==> src/rtl/pio_pkg.sv <==
package pio_pkg;
  localparam int ADDR_W = 3;

  localparam logic [ADDR_W-1:0] ADDR_CTRL  = 3'd0;
  localparam logic [ADDR_W-1:0] ADDR_OUT   = 3'd1;
  localparam logic [ADDR_W-1:0] ADDR_BIDIR = 3'd2;
  localparam logic [ADDR_W-1:0] ADDR_DIR   = 3'd3;
  localparam logic [ADDR_W-1:0] ADDR_CAPT  = 3'd4;

  localparam int CTRL_HS   = 0;
  localparam int CTRL_EDGE = 1;
  localparam int CTRL_IE   = 6;
  localparam int CTRL_FLAG = 7;

  typedef struct packed {
    logic wrCtrl;
    logic wrOut;
    logic wrBidir;
    logic wrDir;
    logic capture;
  } dpStrobes_t;
endpackage

==> src/rtl/pio_control.sv <==
module pio_control
  import pio_pkg::*;
#(
  parameter int SYNC_STAGES = 2
) (
  input  logic              clk,
  input  logic              rstN,
  input  logic              busSel,
  input  logic              busWr,
  input  logic              busRd,
  input  logic [ADDR_W-1:0] busAddr,
  input  logic              strobeIn,
  input  logic              hsMode,
  input  logic              edgeRise,
  output dpStrobes_t        strobes,
  output logic              flag,
  output logic              strobeOut
);
  logic [SYNC_STAGES:0] syncChain;
  logic syncLevel, syncPrev, riseSeen, fallSeen;
  logic rdCtrl, rdCapt, clearReq;
  logic armed, ready, pulseReg;

  // synchroniser plus one history stage for edge detection
  always_ff @(posedge clk or negedge rstN) begin
    if (!rstN) syncChain <= '0;
    else       syncChain <= {syncChain[SYNC_STAGES-1:0], strobeIn};
  end

  assign syncLevel = syncChain[SYNC_STAGES-1];
  assign syncPrev  = syncChain[SYNC_STAGES];
  assign riseSeen  = syncLevel & ~syncPrev;
  assign fallSeen  = ~syncLevel & syncPrev;

  always_comb begin
    strobes.wrCtrl  = busSel & busWr & (busAddr == ADDR_CTRL);
    strobes.wrOut   = busSel & busWr & (busAddr == ADDR_OUT);
    strobes.wrBidir = busSel & busWr & (busAddr == ADDR_BIDIR);
    strobes.wrDir   = busSel & busWr & (busAddr == ADDR_DIR);
    strobes.capture = edgeRise ? riseSeen : fallSeen;
  end

  assign rdCtrl   = busSel & busRd & (busAddr == ADDR_CTRL);
  assign rdCapt   = busSel & busRd & (busAddr == ADDR_CAPT);
  assign clearReq = rdCapt & armed;

  always_ff @(posedge clk or negedge rstN) begin
    if (!rstN) begin
      armed    <= 1'b0;
      flag     <= 1'b0;
      ready    <= 1'b1;
      pulseReg <= 1'b0;
    end else begin
      if (rdCapt)             armed <= 1'b0;
      else if (rdCtrl && flag) armed <= 1'b1;

      if (strobes.capture)    flag <= 1'b1;
      else if (clearReq)      flag <= 1'b0;

      if (strobes.capture)    ready <= 1'b0;
      else if (clearReq)      ready <= 1'b1;

      pulseReg <= strobes.wrOut & ~hsMode;
    end
  end

  assign strobeOut = hsMode ? ready : pulseReg;

  a_r3_capture_sets_flag: assert property (@(posedge clk) disable iff (!rstN)
    strobes.capture |=> flag);
  a_r6_flag_needs_arm: assert property (@(posedge clk) disable iff (!rstN)
    (flag && !armed && !strobes.capture) |=> flag);
  a_r12_capture_wins: assert property (@(posedge clk) disable iff (!rstN)
    (strobes.capture && clearReq) |=> (flag && !ready));
  a_r11_ready_drops: assert property (@(posedge clk) disable iff (!rstN)
    strobes.capture |=> !ready);
  a_r10_pulse_from_write: assert property (@(posedge clk) disable iff (!rstN)
    pulseReg |-> $past(strobes.wrOut));
endmodule

==> src/rtl/pio_datapath.sv <==
module pio_datapath
  import pio_pkg::*;
#(
  parameter int W = 8
) (
  input  logic              clk,
  input  logic              rstN,
  input  dpStrobes_t        strobes,
  input  logic [ADDR_W-1:0] busAddr,
  input  logic [W-1:0]      busWdata,
  input  logic [W-1:0]      bidirIn,
  input  logic              flag,
  output logic [W-1:0]      busRdata,
  output logic [W-1:0]      outPort,
  output logic [W-1:0]      bidirOut,
  output logic [W-1:0]      bidirOe,
  output logic              hsMode,
  output logic              edgeRise,
  output logic              intEn
);
  logic [W-1:0] outData, bidirLatch, dirReg, captReg, pinValue, ctrlView;

  assign pinValue = (dirReg & bidirLatch) | (~dirReg & bidirIn);

  always_ff @(posedge clk or negedge rstN) begin
    if (!rstN) begin
      outData    <= '0;
      bidirLatch <= '0;
      dirReg     <= '0;
      captReg    <= '0;
      hsMode     <= 1'b0;
      edgeRise   <= 1'b0;
      intEn      <= 1'b0;
    end else begin
      if (strobes.wrOut)   outData    <= busWdata;
      if (strobes.wrBidir) bidirLatch <= busWdata;
      if (strobes.wrDir)   dirReg     <= busWdata;
      if (strobes.capture) captReg    <= pinValue;
      if (strobes.wrCtrl) begin
        hsMode   <= busWdata[CTRL_HS];
        edgeRise <= busWdata[CTRL_EDGE];
        intEn    <= busWdata[CTRL_IE];
      end
    end
  end

  always_comb begin
    ctrlView            = '0;
    ctrlView[CTRL_HS]   = hsMode;
    ctrlView[CTRL_EDGE] = edgeRise;
    ctrlView[CTRL_IE]   = intEn;
    ctrlView[CTRL_FLAG] = flag;
  end

  always_comb begin
    case (busAddr)
      ADDR_CTRL:  busRdata = ctrlView;
      ADDR_OUT:   busRdata = outData;
      ADDR_BIDIR: busRdata = pinValue;
      ADDR_DIR:   busRdata = dirReg;
      ADDR_CAPT:  busRdata = captReg;
      default:    busRdata = '0;
    endcase
  end

  assign outPort  = outData;
  assign bidirOut = bidirLatch;
  assign bidirOe  = dirReg;

  a_r7_capture_loads: assert property (@(posedge clk) disable iff (!rstN)
    strobes.capture |=> (captReg == $past(pinValue)));
  a_r10_out_update: assert property (@(posedge clk) disable iff (!rstN)
    strobes.wrOut |=> (outPort == $past(busWdata)));
endmodule

==> src/rtl/pio_strobe_unit.sv <==
module pio_strobe_unit
  import pio_pkg::*;
#(
  parameter int W           = 8,
  parameter int SYNC_STAGES = 2
) (
  input  logic              clk,
  input  logic              rstN,
  input  logic              busSel,
  input  logic              busWr,
  input  logic              busRd,
  input  logic [ADDR_W-1:0] busAddr,
  input  logic [W-1:0]      busWdata,
  output logic [W-1:0]      busRdata,
  output logic [W-1:0]      outPort,
  input  logic [W-1:0]      bidirIn,
  output logic [W-1:0]      bidirOut,
  output logic [W-1:0]      bidirOe,
  input  logic              strobeIn,
  output logic              strobeOut,
  output logic              irqN
);
  dpStrobes_t strobes;
  logic flag, hsMode, edgeRise, intEn;

  pio_control #(.SYNC_STAGES(SYNC_STAGES)) i_control (
    .clk(clk), .rstN(rstN), .busSel(busSel), .busWr(busWr), .busRd(busRd),
    .busAddr(busAddr), .strobeIn(strobeIn), .hsMode(hsMode), .edgeRise(edgeRise),
    .strobes(strobes), .flag(flag), .strobeOut(strobeOut)
  );

  pio_datapath #(.W(W)) i_datapath (
    .clk(clk), .rstN(rstN), .strobes(strobes), .busAddr(busAddr),
    .busWdata(busWdata), .bidirIn(bidirIn), .flag(flag), .busRdata(busRdata),
    .outPort(outPort), .bidirOut(bidirOut), .bidirOe(bidirOe),
    .hsMode(hsMode), .edgeRise(edgeRise), .intEn(intEn)
  );

  assign irqN = ~(flag & intEn);
endmodule

==> config.mk <==
export PLATFORM = sky130hd
export DESIGN_NAME = pio_strobe_unit
export DESIGN_NICKNAME = d
export VERILOG_FILES = /design/src/rtl/pio_pkg.sv /design/src/rtl/pio_control.sv /design/src/rtl/pio_datapath.sv /design/src/rtl/pio_strobe_unit.sv
export SDC_FILE = /design/constraint.sdc
export NUM_CORES = 1
export LEC_CHECK = 0
export BUFFER_PORTS_ARGS = -buffer_cell sky130_fd_sc_hd__buf_2
export CAP_MARGIN = 15
export CORE_AREA = 2 2 69 71
export DETAILED_ROUTE_END_ITERATION = 7
export DIE_AREA = 0 0 71 73
export PLACE_DENSITY = 0.79
export SLEW_MARGIN = 20
export SYNTH_ARGS = -nofsm -noshare
export SYNTH_HDL_FRONTEND = slang
export SYNTH_HIERARCHICAL = 1
export SYNTH_SLANG_ARGS = --single-unit
==> constraint.sdc <==
create_clock -name clk -period 1.4 [get_ports clk]
set_input_delay 0.14 -clock clk [delete_from_list [all_inputs] [get_ports clk]]
set_output_delay 0.14 -clock clk [all_outputs]
set_load 0.005 [all_outputs]
==> out/results.ini, run 1 <==
[critical_path]
cp_data_required_time_ns = 1.26
crit_path_cell_trace = mux2_4 -> a32o_1 -> a31o_1 -> buf_2
depth_of_the_worst_register_to_register_path = 4
timing.critical_path.fanout_max = 2
crit_slowest_cell = dfrtp_1
slowest_delay_ns = 0.39
r2r-end = i_datapath/captReg[3]
reg2reg_setup_slack_ns = 0.06
critical_path.top_delay_family = compound AO/OA/AOI/OAI gates
rr_startpoint = i_control/syncChain[1]
cp-startpoint = i_datapath/outPort[5]
timing_worst_setup_path_type = reg -> out
critical_path.n_buffers_inverters = 1
cp_data_arrival_time_ns = 1.47
endpoint_kind = output pin
start_kind = flip-flop

[placement]
port-buffer-count = 58
detailedPlacementHpwl_um = 3466
gp_congestion = 0.8685
place_ws_ns = -0.1083
placed_cells = 279
placed_cell_area_mm2 = 0.002471

[sta]
unrepaired_setup_endpoints_after_global_routing = yes
worst-slew-pin-transition_ns = 0.4597
finalCriticalPeriod_ns = 1.610
clock.fmax_ghz = 0.6213
timing.final.crit_share_pct = 115.0
final_setup_skew_ns = 0.009549
finalHoldViolations = 0
timing.final.setup_violations = 8
fin_worst_hold_slack_ns = 0.1184
slew-limit-headroom_pct = 69.22
postLayoutSetupSlackWorst_ns = -0.2097
final_max_slew_viol_count = 0

[power_and_ir_drop]
power.share.sequential_pct = 47.5
power_per_cell_area_mw_per_mm2 = 1349
power.share.combinational_pct = 31.0
vdd.ir_drop.worst_mv = 0.7277
totalPowerFinal_w = 0.003672
net_sw_share_pct = 28.72
internal-power_w = 0.002617
p_leak_nw = 1.294
net-switching-power_w = 0.001055
p_clk_share_pct = 21.5

[detailed_routing]
drt-pass1-iter-count = 4
drt-total-wl_um = 4981
initial_drc_count = 62
vias_per_cell = 5.380
routedWlPerCell_um = 16.77
drt_drc = 0
drtAntennaViolNets = 0
total_number_of_vias = 1598

[flow_run]
timing.max_cap.violations = 0

[yosys]
synthesis.nets = 177
synthesis.yosys.warnings = 6
synth_sequential_area_ratio_pct = 53.16
postSynthCellCount = 152
synth-seq-cells = 42
synth.cell_area_mm2 = 0.001979
post_synth.cell_area_avg_um2 = 13.02
yosysUniqueCellTypes = 34

[layout]
finish.instance_area_mm2 = 0.002721
multi_input_area_um2 = 943.4
layout_common_cells = buf_2, dfrtp_1, mux2_2
layout.cells.most_common = buf_2
nNetsFinal = 267
register_area_mm2 = 0.001052
layout_cell_share_with_drive_strength_beyond_1_pct = 63.79
antenna-diode-count = 0
nFillCells = 347
fin_cells = 297
area_delta_synth_final_pct = 37.48

[clock_network]
clkSlewWorstSetupHoldPaths_ns = 0.08
cts_tree = done
tritoncts.num_buffers = 5
root_buffer_selected_by_cts = clkbuf_8
cts.htree.levels = 2
clock_latency_ns = 0.28
clockBufferDepth = 2
tritoncts_num_sinks = 42

[global_route]
first_global_vias = 1649
grt_start_max_net_pins = 43
globalRouteTotalUtil_pct = 20.41
grt_first_pass_wirelength_um = 8211
grt_antenna_before_repair = 0
overflow = 0

[die]
design.die.area_mm2 = 0.005183
die_x_um = 71
number_of_cell_rows = 25
initial_utilization_pct = 43.64
die_height_um = 73
pin_count = 59
core_mm2 = 0.004536

[run_status]
violations = negative setup slack
outcome = finished with violations

[hold_path]
worstHoldPathCells = 2
hold_start = busWdata[2]
hp-class = in -> reg
whs_endpoint = i_datapath/outPort[2]

==> logic make-up (layout without fill, tap and decap cells) <==
kind of cell	count (synthesis)	after routing	synth area share, %
muxes	43	43	24.46
buffers and inverters	11	102	2.971
AOI/OAI and AO/OA	30	30	10.75
and+or+nand+nor	26	26	8.661
DFF	42	42	53.16
==> what timing repair did <==
item | 4_1_cts | 5_1_grt
setup buffers | 8 | 0
pin swaps | 13 | 4
endpoints found under the hold margin | 42 | 0
setup endpoints to repair | 8 | 15
hold buffers | 2 | 0
resized for setup | 15 | 4
==> worst max path at each step <==
| stage | end | cells past startpoint |
|---|---|---|
| 2_1_floorplan | i_datapath/captReg[0] | 4 |
| 3_3_place_gp | i_datapath/bidirOut[2] | 5 |
| 3_5_place_dp | i_datapath/bidirOut[2] | 5 |
| 4_1_cts | busRdata[5] | 4 |
| 5_1_grt | busRdata[5] | 4 |
| 6_report | busRdata[5] | 4 |
==> cells in the mapped netlist (all sizes together) <==
master | count | area share, %
nor4 | 1 | 0.32
nand3b | 1 | 0.38
inv | 4 | 0.76
nand2b | 2 | 0.63
a32oi | 3 | 1.3
o21ai | 4 | 1.0
mux2 | 43 | 24
a21o | 1 | 0.38
a31oi | 1 | 0.32
nand3 | 1 | 0.51
a21oi | 3 | 0.76
nor2b | 2 | 0.76
a32o | 1 | 0.51
a22oi | 11 | 4.2
a31o | 1 | 0.44
and3b | 1 | 0.44
o211ai | 4 | 1.5
buf | 7 | 2.2
nor3b | 1 | 0.63
o22ai | 1 | 0.32
and2b | 2 | 1.0
nand2 | 7 | 1.3
and4bb | 1 | 0.63
nor2 | 2 | 0.51
dfstp | 1 | 1.3
nor3 | 5 | 1.5
dfrtp | 41 | 52
==> sequential cells by signal, summed over array words and instances, names as in the netlist, 3 cells and up <==
register,flops
i_datapath/outPort,8
i_datapath/captReg,8
i_datapath/bidirOut,8
i_control/syncChain,3
i_datapath/bidirOe,8
==> metal layers <==
metal / vias up / share of wire [%] / track usage (%)
li1: 749 / - / -
met1: 797 / 45 / 27.34
met2: 45 / 49 / 33.13
met3: 7 / 4.4 / 3.867
met4: 0 / 1.3 / 7.757
met5: - / 0 / 0
==> stage by stage <==
stage | util (%) | setup TNS, ns
after floorplan | - | 0
after global placement | 54.48 | -0.5629
after detailed placement | 54.48 | -1.338
after CTS | 59.61 | -0.9013
after global routing | 60.00 | -1.343
final | 60.00 | -0.8443
==> power by group through the flow <==
stage / sequential [W] / combinational [W] / clock [W]
after floorplan: 0.00174 / 0.000485 / 0
after global placement: 0.00175 / 0.000928 / 0
after detailed placement: 0.00176 / 0.000950 / 0
after CTS: 0.00173 / 0.00113 / 0.000800
after global routing: 0.00178 / 0.00126 / 0.000865
final: 0.00174 / 0.00114 / 0.000789
==> cell type report <==
| class | count | share of cell area (%) |
|---|---|---|
| multi-input cells | 99 | 34.67 |
| clock inverters | 1 | 0.1839 |
| repair buffers | 90 | 20.28 |
| flip-flops and latches | 42 | 38.67 |
| clock buffers | 7 | 3.172 |
| well taps | 54 | 2.483 |
| inverters | 4 | 0.5517 |
Power figures use the tool's default switching activity.
==> run 2: changes to the inputs <==
--- a/config.mk
+++ b/config.mk
@@ -10,7 +10,8 @@
 export CORE_AREA = 2 2 69 71
 export DETAILED_ROUTE_END_ITERATION = 7
 export DIE_AREA = 0 0 71 73
-export PLACE_DENSITY = 0.79
+export PLACE_DENSITY = 0.74
+export RECOVER_POWER = 100
 export SLEW_MARGIN = 20
 export SYNTH_ARGS = -nofsm -noshare
 export SYNTH_HDL_FRONTEND = slang
==> run 2 against run 1 <==
  * The flow still finishes with violations (negative setup slack)
  * Global-route usage is 1.7 points lower
  * Setup slack worse by 0.0054 ns
  * Clock skew is 0.0023 ns lower
  * First-iteration DRC count is 140% higher
  * Sequential share of layout area is 0.29 points higher
  * Non-clock buffer count is 2 higher
  * Hold slack worse by 0.062 ns
  * Clock-buffer cell count stayed put
  * Sequential power hardly changed
  * Die area stayed put
  * Critical path depth stayed put
  * Clock power is 21% higher
  * Largest power group unchanged
==> out/results.ini, run 2 (synthesis results as in run 1) <==
[die]
die_height_um = 73  ; unchanged
design.die.area_mm2 = 0.005183  ; unchanged
core_mm2 = 0.004536  ; unchanged
pin_count = 59  ; unchanged
initial_utilization_pct = 43.64  ; unchanged
die_x_um = 71  ; unchanged
number_of_cell_rows = 25  ; unchanged

[clock_network]
clockBufferDepth = 2  ; unchanged
clock_latency_ns = 0.30  ; +0.02 ns
tritoncts_num_sinks = 42  ; unchanged
cts.htree.levels = 2  ; unchanged
tritoncts.num_buffers = 5  ; unchanged
cts_tree = done
root_buffer_selected_by_cts = clkbuf_8
clkSlewWorstSetupHoldPaths_ns = 0.08  ; about the same

[global_route]
grt_start_max_net_pins = 43  ; unchanged
grt_first_pass_wirelength_um = 7576  ; -7.7%
grt_antenna_before_repair = 0  ; unchanged
globalRouteTotalUtil_pct = 18.71  ; -1.7 points
overflow = 0  ; unchanged
first_global_vias = 1605  ; -2.7%

[power_and_ir_drop]
p_leak_nw = 1.243  ; -3.9%
power_per_cell_area_mw_per_mm2 = 1406  ; +4.2%
vdd.ir_drop.worst_mv = 0.8046  ; +11%

[placement]
detailedPlacementHpwl_um = 3300  ; -4.8%
port-buffer-count = 58  ; unchanged
gp_congestion = 0.7715  ; -11%
placed_cells = 276  ; -1.1%

[critical_path]
timing.critical_path.fanout_max = 2  ; unchanged
endpoint_kind = output pin
start_kind = flip-flop
timing_worst_setup_path_type = reg -> out
cp_data_required_time_ns = 1.26  ; about the same
cp_data_arrival_time_ns = 1.48  ; about the same

[layout]
nNetsFinal = 269  ; +0.75%
fin_cells = 299  ; +0.67%
area_delta_synth_final_pct = 36.47
layout.cells.most_common = buf_2
layout_common_cells = buf_2, dfrtp_1, mux2_2
nFillCells = 385  ; +11%
antenna-diode-count = 0  ; unchanged
layout_cell_share_with_drive_strength_beyond_1_pct = 56.33  ; -7.5 points

[sta]
finalCriticalPeriod_ns = 1.615  ; +0.005360 ns
postLayoutSetupSlackWorst_ns = -0.2150  ; -0.005360 ns
clock.fmax_ghz = 0.6192  ; -0.33%
timing.final.setup_violations = 8  ; unchanged
fin_worst_hold_slack_ns = 0.05653  ; -0.06187 ns
unrepaired_setup_endpoints_after_global_routing = yes
final_setup_skew_ns = 0.007260  ; -0.002289 ns
slew-limit-headroom_pct = 31.07  ; -38 points
final_max_slew_viol_count = 0  ; unchanged
finalHoldViolations = 0  ; unchanged
worst-slew-pin-transition_ns = 1.034  ; +0.5743 ns
timing.final.crit_share_pct = 115.4  ; +0.38 points

[detailed_routing]
vias_per_cell = 5.375  ; -0.11%
drt-total-wl_um = 4883  ; -2.0%
initial_drc_count = 150  ; +140%
routedWlPerCell_um = 16.33  ; -2.6%
total_number_of_vias = 1607  ; +0.56%
drt_drc = 0  ; unchanged
drt-pass1-iter-count = 5  ; +1
drtAntennaViolNets = 0  ; unchanged

[run_status]
violations = negative setup slack
outcome = finished with violations

[flow_run]
timing.max_cap.violations = 0  ; unchanged

[hold_path]
hp-class = in -> reg

-- run 2: cell count changes in the layout (fill, tap and decap cells not counted), sizes merged --
| cell | previous run | this run |
|---|---|---|
| buf | 88 | 66 |
| clkbuf | 7 | 31 |
| bufinv | 0 | 1 |
| clkinv | 1 | 0 |
-- run 2: worst paths after layout --
kind | startpoint | end | slack [ns] | depth (start not counted)
worst max-delay path | i_datapath/outPort[5] | busRdata[5] | -0.22 | 4
worst min-delay path | busAddr[2] | i_control/armed | 0.06 | 2
worst max register to register | i_control/syncChain[1] | i_datapath/captReg[3] | 0.04 | 4
worst min register to register | i_control/syncChain[0] | i_control/syncChain[1] | 0.36 | 0
max in group asynchronous | rstN | i_datapath/outPort[4] | 0.14 | 3
min in group asynchronous | rstN | i_control/armed | 0.63 | 3
-- run 2: power by group --
group	switching (W)	leakage [nW]	internal, W	total (W)
Sequential	0.000219	0.505	0.00152	0.00174
Combinational	0.000443	0.685	0.000664	0.00111
Clock	0.000417	0.0524	0.000534	0.000951
-- run 2: worst max-delay path: stages, from the launching register on --
cell and delay (ns):
dfrtp_1 0.40, mux2_4 0.27, a32o_1 0.19, a31o_1 0.19, buf_2 0.12
-- run 2: metal layers --
| layer | vias up | GRT usage (%) | routed length (um) |
|---|---|---|---|
| met5 | - | 0 | 0 |
| met4 | 0 | 6.499 | 70 |
| met3 | 7 | 3.867 | 296 |
| met2 | 61 | 29.39 | 2333 |
| met1 | 788 | 26.01 | 2183 |
| li1 | 751 | - | - |
-- run 2: per-stage QoR --
step | setup TNS [ns] | area [um2] | setup WS (ns) | util (%) | total power [W]
floorplan | 0 | 1979 | 0.02444 | - | 0.002222
global placement | 0 | 2449 | 0.02010 | 53.99 | 0.002669
detailed placement | -0.03354 | 2449 | -0.009299 | 53.99 | 0.002703
CTS | -1.009 | 2685 | -0.2147 | 59.20 | 0.003801
global route | -3.950 | 2701 | -0.2415 | 59.56 | 0.004004
finish | -0.9907 | 2701 | -0.2150 | 59.56 | 0.003797
-- run 2: final cells by class --
cell class / instances / area [um2] / area share [%]
Clock buffer: 7 / 76.32 / 2.825
Clock inverter: 1 / 30.03 / 1.112
Inverter: 4 / 15.01 / 0.5558
Multi-Input combinational cell: 99 / 954.7 / 35.34
Sequential cell: 42 / 1052 / 38.95
Tap cell: 54 / 67.56 / 2.501
Timing Repair Buffer: 92 / 505.5 / 18.71
-- run 2: timing repair --
item	in CTS	in global routing
gates resized for setup	19	7
gates cloned	0	1
pin swaps	12	2
hold buffers	2	0
endpoints found under the setup margin	8	15
hold endpoints to repair	42	0
buffers inserted	6	6
==> run 3: changes to the inputs <==
--- a/config.mk
+++ b/config.mk
@@ -12,6 +12,7 @@
 export DIE_AREA = 0 0 71 73
 export PLACE_DENSITY = 0.74
 export RECOVER_POWER = 100
+export REMOVE_ABC_BUFFERS = 1
 export SLEW_MARGIN = 20
 export SYNTH_ARGS = -nofsm -noshare
 export SYNTH_HDL_FRONTEND = slang
==> run 3 against run 2 <==
  * The run still ends with negative setup slack left
  * Critical path type unchanged
  * Core utilization is 1.5 points lower
  * Non-clock buffer count is 1 lower
  * Routed wire length is 2.0% higher
  * Hold slack better by 0.050 ns
  * Via count is 0.12% higher
  * Critical path depth stayed put
  * Fmax is 1.3% higher
  * Global-route usage is 1.7 points higher
  * Largest power group unchanged
  * Clock skew is 0.0012 ns lower
  * Die area stayed put
  * Clock-buffer cell count stayed put
==> out/results.ini, run 3 (synthesis results as in run 1) <==
[sta]
final_max_slew_viol_count = 0  ; unchanged
finalCriticalPeriod_ns = 1.594  ; -0.02109 ns
finalHoldViolations = 0  ; unchanged
slew-limit-headroom_pct = 65.47  ; +34 points
worst-slew-pin-transition_ns = 0.5156  ; -0.5183 ns
unrepaired_setup_endpoints_after_global_routing = yes
postLayoutSetupSlackWorst_ns = -0.1939  ; +0.02109 ns
timing.final.crit_share_pct = 113.9  ; -1.5 points
clock.fmax_ghz = 0.6274  ; +1.3%
timing.final.setup_violations = 15  ; +7
final_setup_skew_ns = 0.006085  ; -0.001175 ns

[global_route]
globalRouteTotalUtil_pct = 20.36  ; +1.7 points
grt_first_pass_wirelength_um = 7976  ; +5.3%
grt_antenna_before_repair = 0  ; unchanged
grt_start_max_net_pins = 25  ; -42%
first_global_vias = 1596  ; -0.56%
overflow = 0  ; unchanged

[critical_path]
crit_path_cell_trace = mux2_2 -> a32o_1 -> a31o_1 -> buf_2
cp_data_required_time_ns = 1.26  ; about the same
timing_worst_setup_path_type = reg -> out
start_kind = flip-flop
crit_slowest_cell = dfrtp_1
critical_path.top_delay_family = flip-flops
timing.critical_path.fanout_max = 2  ; unchanged
critical_path.n_buffers_inverters = 1  ; unchanged
cp_data_arrival_time_ns = 1.45  ; -0.03 ns
endpoint_kind = output pin
slowest_delay_ns = 0.39  ; about the same

[detailed_routing]
initial_drc_count = 124  ; -17%
vias_per_cell = 5.399  ; +0.46%
total_number_of_vias = 1609  ; +0.12%
routedWlPerCell_um = 16.72  ; +2.4%
drt-total-wl_um = 4982  ; +2.0%
drt-pass1-iter-count = 4  ; -1
drtAntennaViolNets = 0  ; unchanged
drt_drc = 0  ; unchanged

[clock_network]
root_buffer_selected_by_cts = clkbuf_8
tritoncts_num_sinks = 42  ; unchanged
clock_latency_ns = 0.29  ; about the same
tritoncts.num_buffers = 5  ; unchanged
cts_tree = done
cts.htree.levels = 2  ; unchanged
clockBufferDepth = 2  ; unchanged
clkSlewWorstSetupHoldPaths_ns = 0.08  ; about the same

[layout]
register_area_mm2 = 0.001052  ; unchanged
layout_common_cells = buf_2, dfrtp_1, mux2_2
nFillCells = 404  ; +4.9%
nNetsFinal = 268  ; -0.37%
layout_cell_share_with_drive_strength_beyond_1_pct = 54.92  ; -1.4 points
multi_input_area_um2 = 933.4  ; -2.2%
finish.instance_area_mm2 = 0.002634  ; -2.5%
antenna-diode-count = 0  ; unchanged
area_delta_synth_final_pct = 33.06
layout.cells.most_common = buf_2

[die]
number_of_cell_rows = 25  ; unchanged
die_height_um = 73  ; unchanged
pin_count = 59  ; unchanged
die_x_um = 71  ; unchanged
design.die.area_mm2 = 0.005183  ; unchanged
initial_utilization_pct = 43.64  ; unchanged
core_mm2 = 0.004536  ; unchanged

[placement]
gp_congestion = 0.7802  ; +1.1%
detailedPlacementHpwl_um = 3606  ; +9.3%
port-buffer-count = 58  ; unchanged
placed_cell_area_mm2 = 0.002479  ; +1.2%

[power_and_ir_drop]
p_leak_nw = 1.209  ; -2.7%
power_per_cell_area_mw_per_mm2 = 1353  ; -3.7%
vdd.ir_drop.worst_mv = 0.6820  ; -15%
totalPowerFinal_w = 0.003565  ; -6.1%

[run_status]
outcome = finished with violations
violations = negative setup slack

[hold_path]
hp-class = in -> reg

[flow_run]
timing.max_cap.violations = 0  ; unchanged

run 3: cell types whose count changed in the layout (fill, tap and decap cells not counted), sizes merged:
cell / change
buf: -5
clkbuf: +4
bufinv: -1
clkinv: +1
run 3: path summary, 6_finish.rpt:
path                                        start                      to  slack, ns  cells after the start
min                                   busWdata[2]   i_datapath/outPort[2]       0.11                      2
max in group asynchronous                    rstN         i_control/ready       0.25                      3
max                         i_datapath/outPort[5]             busRdata[5]      -0.19                      4
min reg2reg                i_control/syncChain[0]  i_control/syncChain[1]       0.37                      0
max reg2reg                i_control/syncChain[1]   i_datapath/captReg[4]      -0.05                      4
min in group asynchronous                    rstN   i_datapath/bidirOe[7]       0.33                      2
run 3: timing repair:
action / in CTS / in global routing
setup endpoints to repair: 8 / 15
hold buffers: 2 / 0
endpoints found under the hold margin: 19 / 0
pin swaps: 13 / 3
gates cloned: 0 / 0
resized for setup: 16 / 1
buffers inserted: 6 / 2
run 3: report_power, final:
part	switching, W	internal (W)	leakage (nW)
Sequential	0.000221	0.00152	0.505
Combinational	0.000425	0.000611	0.656
Clock	0.000389	0.000398	0.0482
run 3: routing by layer:
metal  vias to the layer above  part of all wire [%]  global-route usage, %
met5                         -                     0                      0
met1                       795                    45                  27.92
li1                        753                     -                      -
met4                         0                   1.1                  5.451
met2                        55                    47                  32.40
met3                         6                   6.8                  5.249
run 3: area by class of cell:
type / instances / share of cell area (%)
timing repair buffer: 91 / 18.00
multi-input combinational: 99 / 35.44
tap: 54 / 2.565
inverter: 4 / 0.5701
clock buffer: 7 / 3.278
sequential: 42 / 39.95
clock inverter: 1 / 0.1900
run 3: metrics by stage:
step                      util, %  setup TNS, ns  hold slack [ns]  setup WS (ns)  instances
after floorplan                 -         -3.197          -0.1556        -0.1646        145
after CTS                   59.45        -0.9701          0.09711        -0.2133        296
after global placement      54.65        -0.2468           0.1174       -0.04299        280
after global routing        58.07         -2.148           0.1079        -0.2730        298
final                       58.07         -1.131           0.1069        -0.1939        298
after detailed placement    54.65        -0.5180           0.1164       -0.05552        280
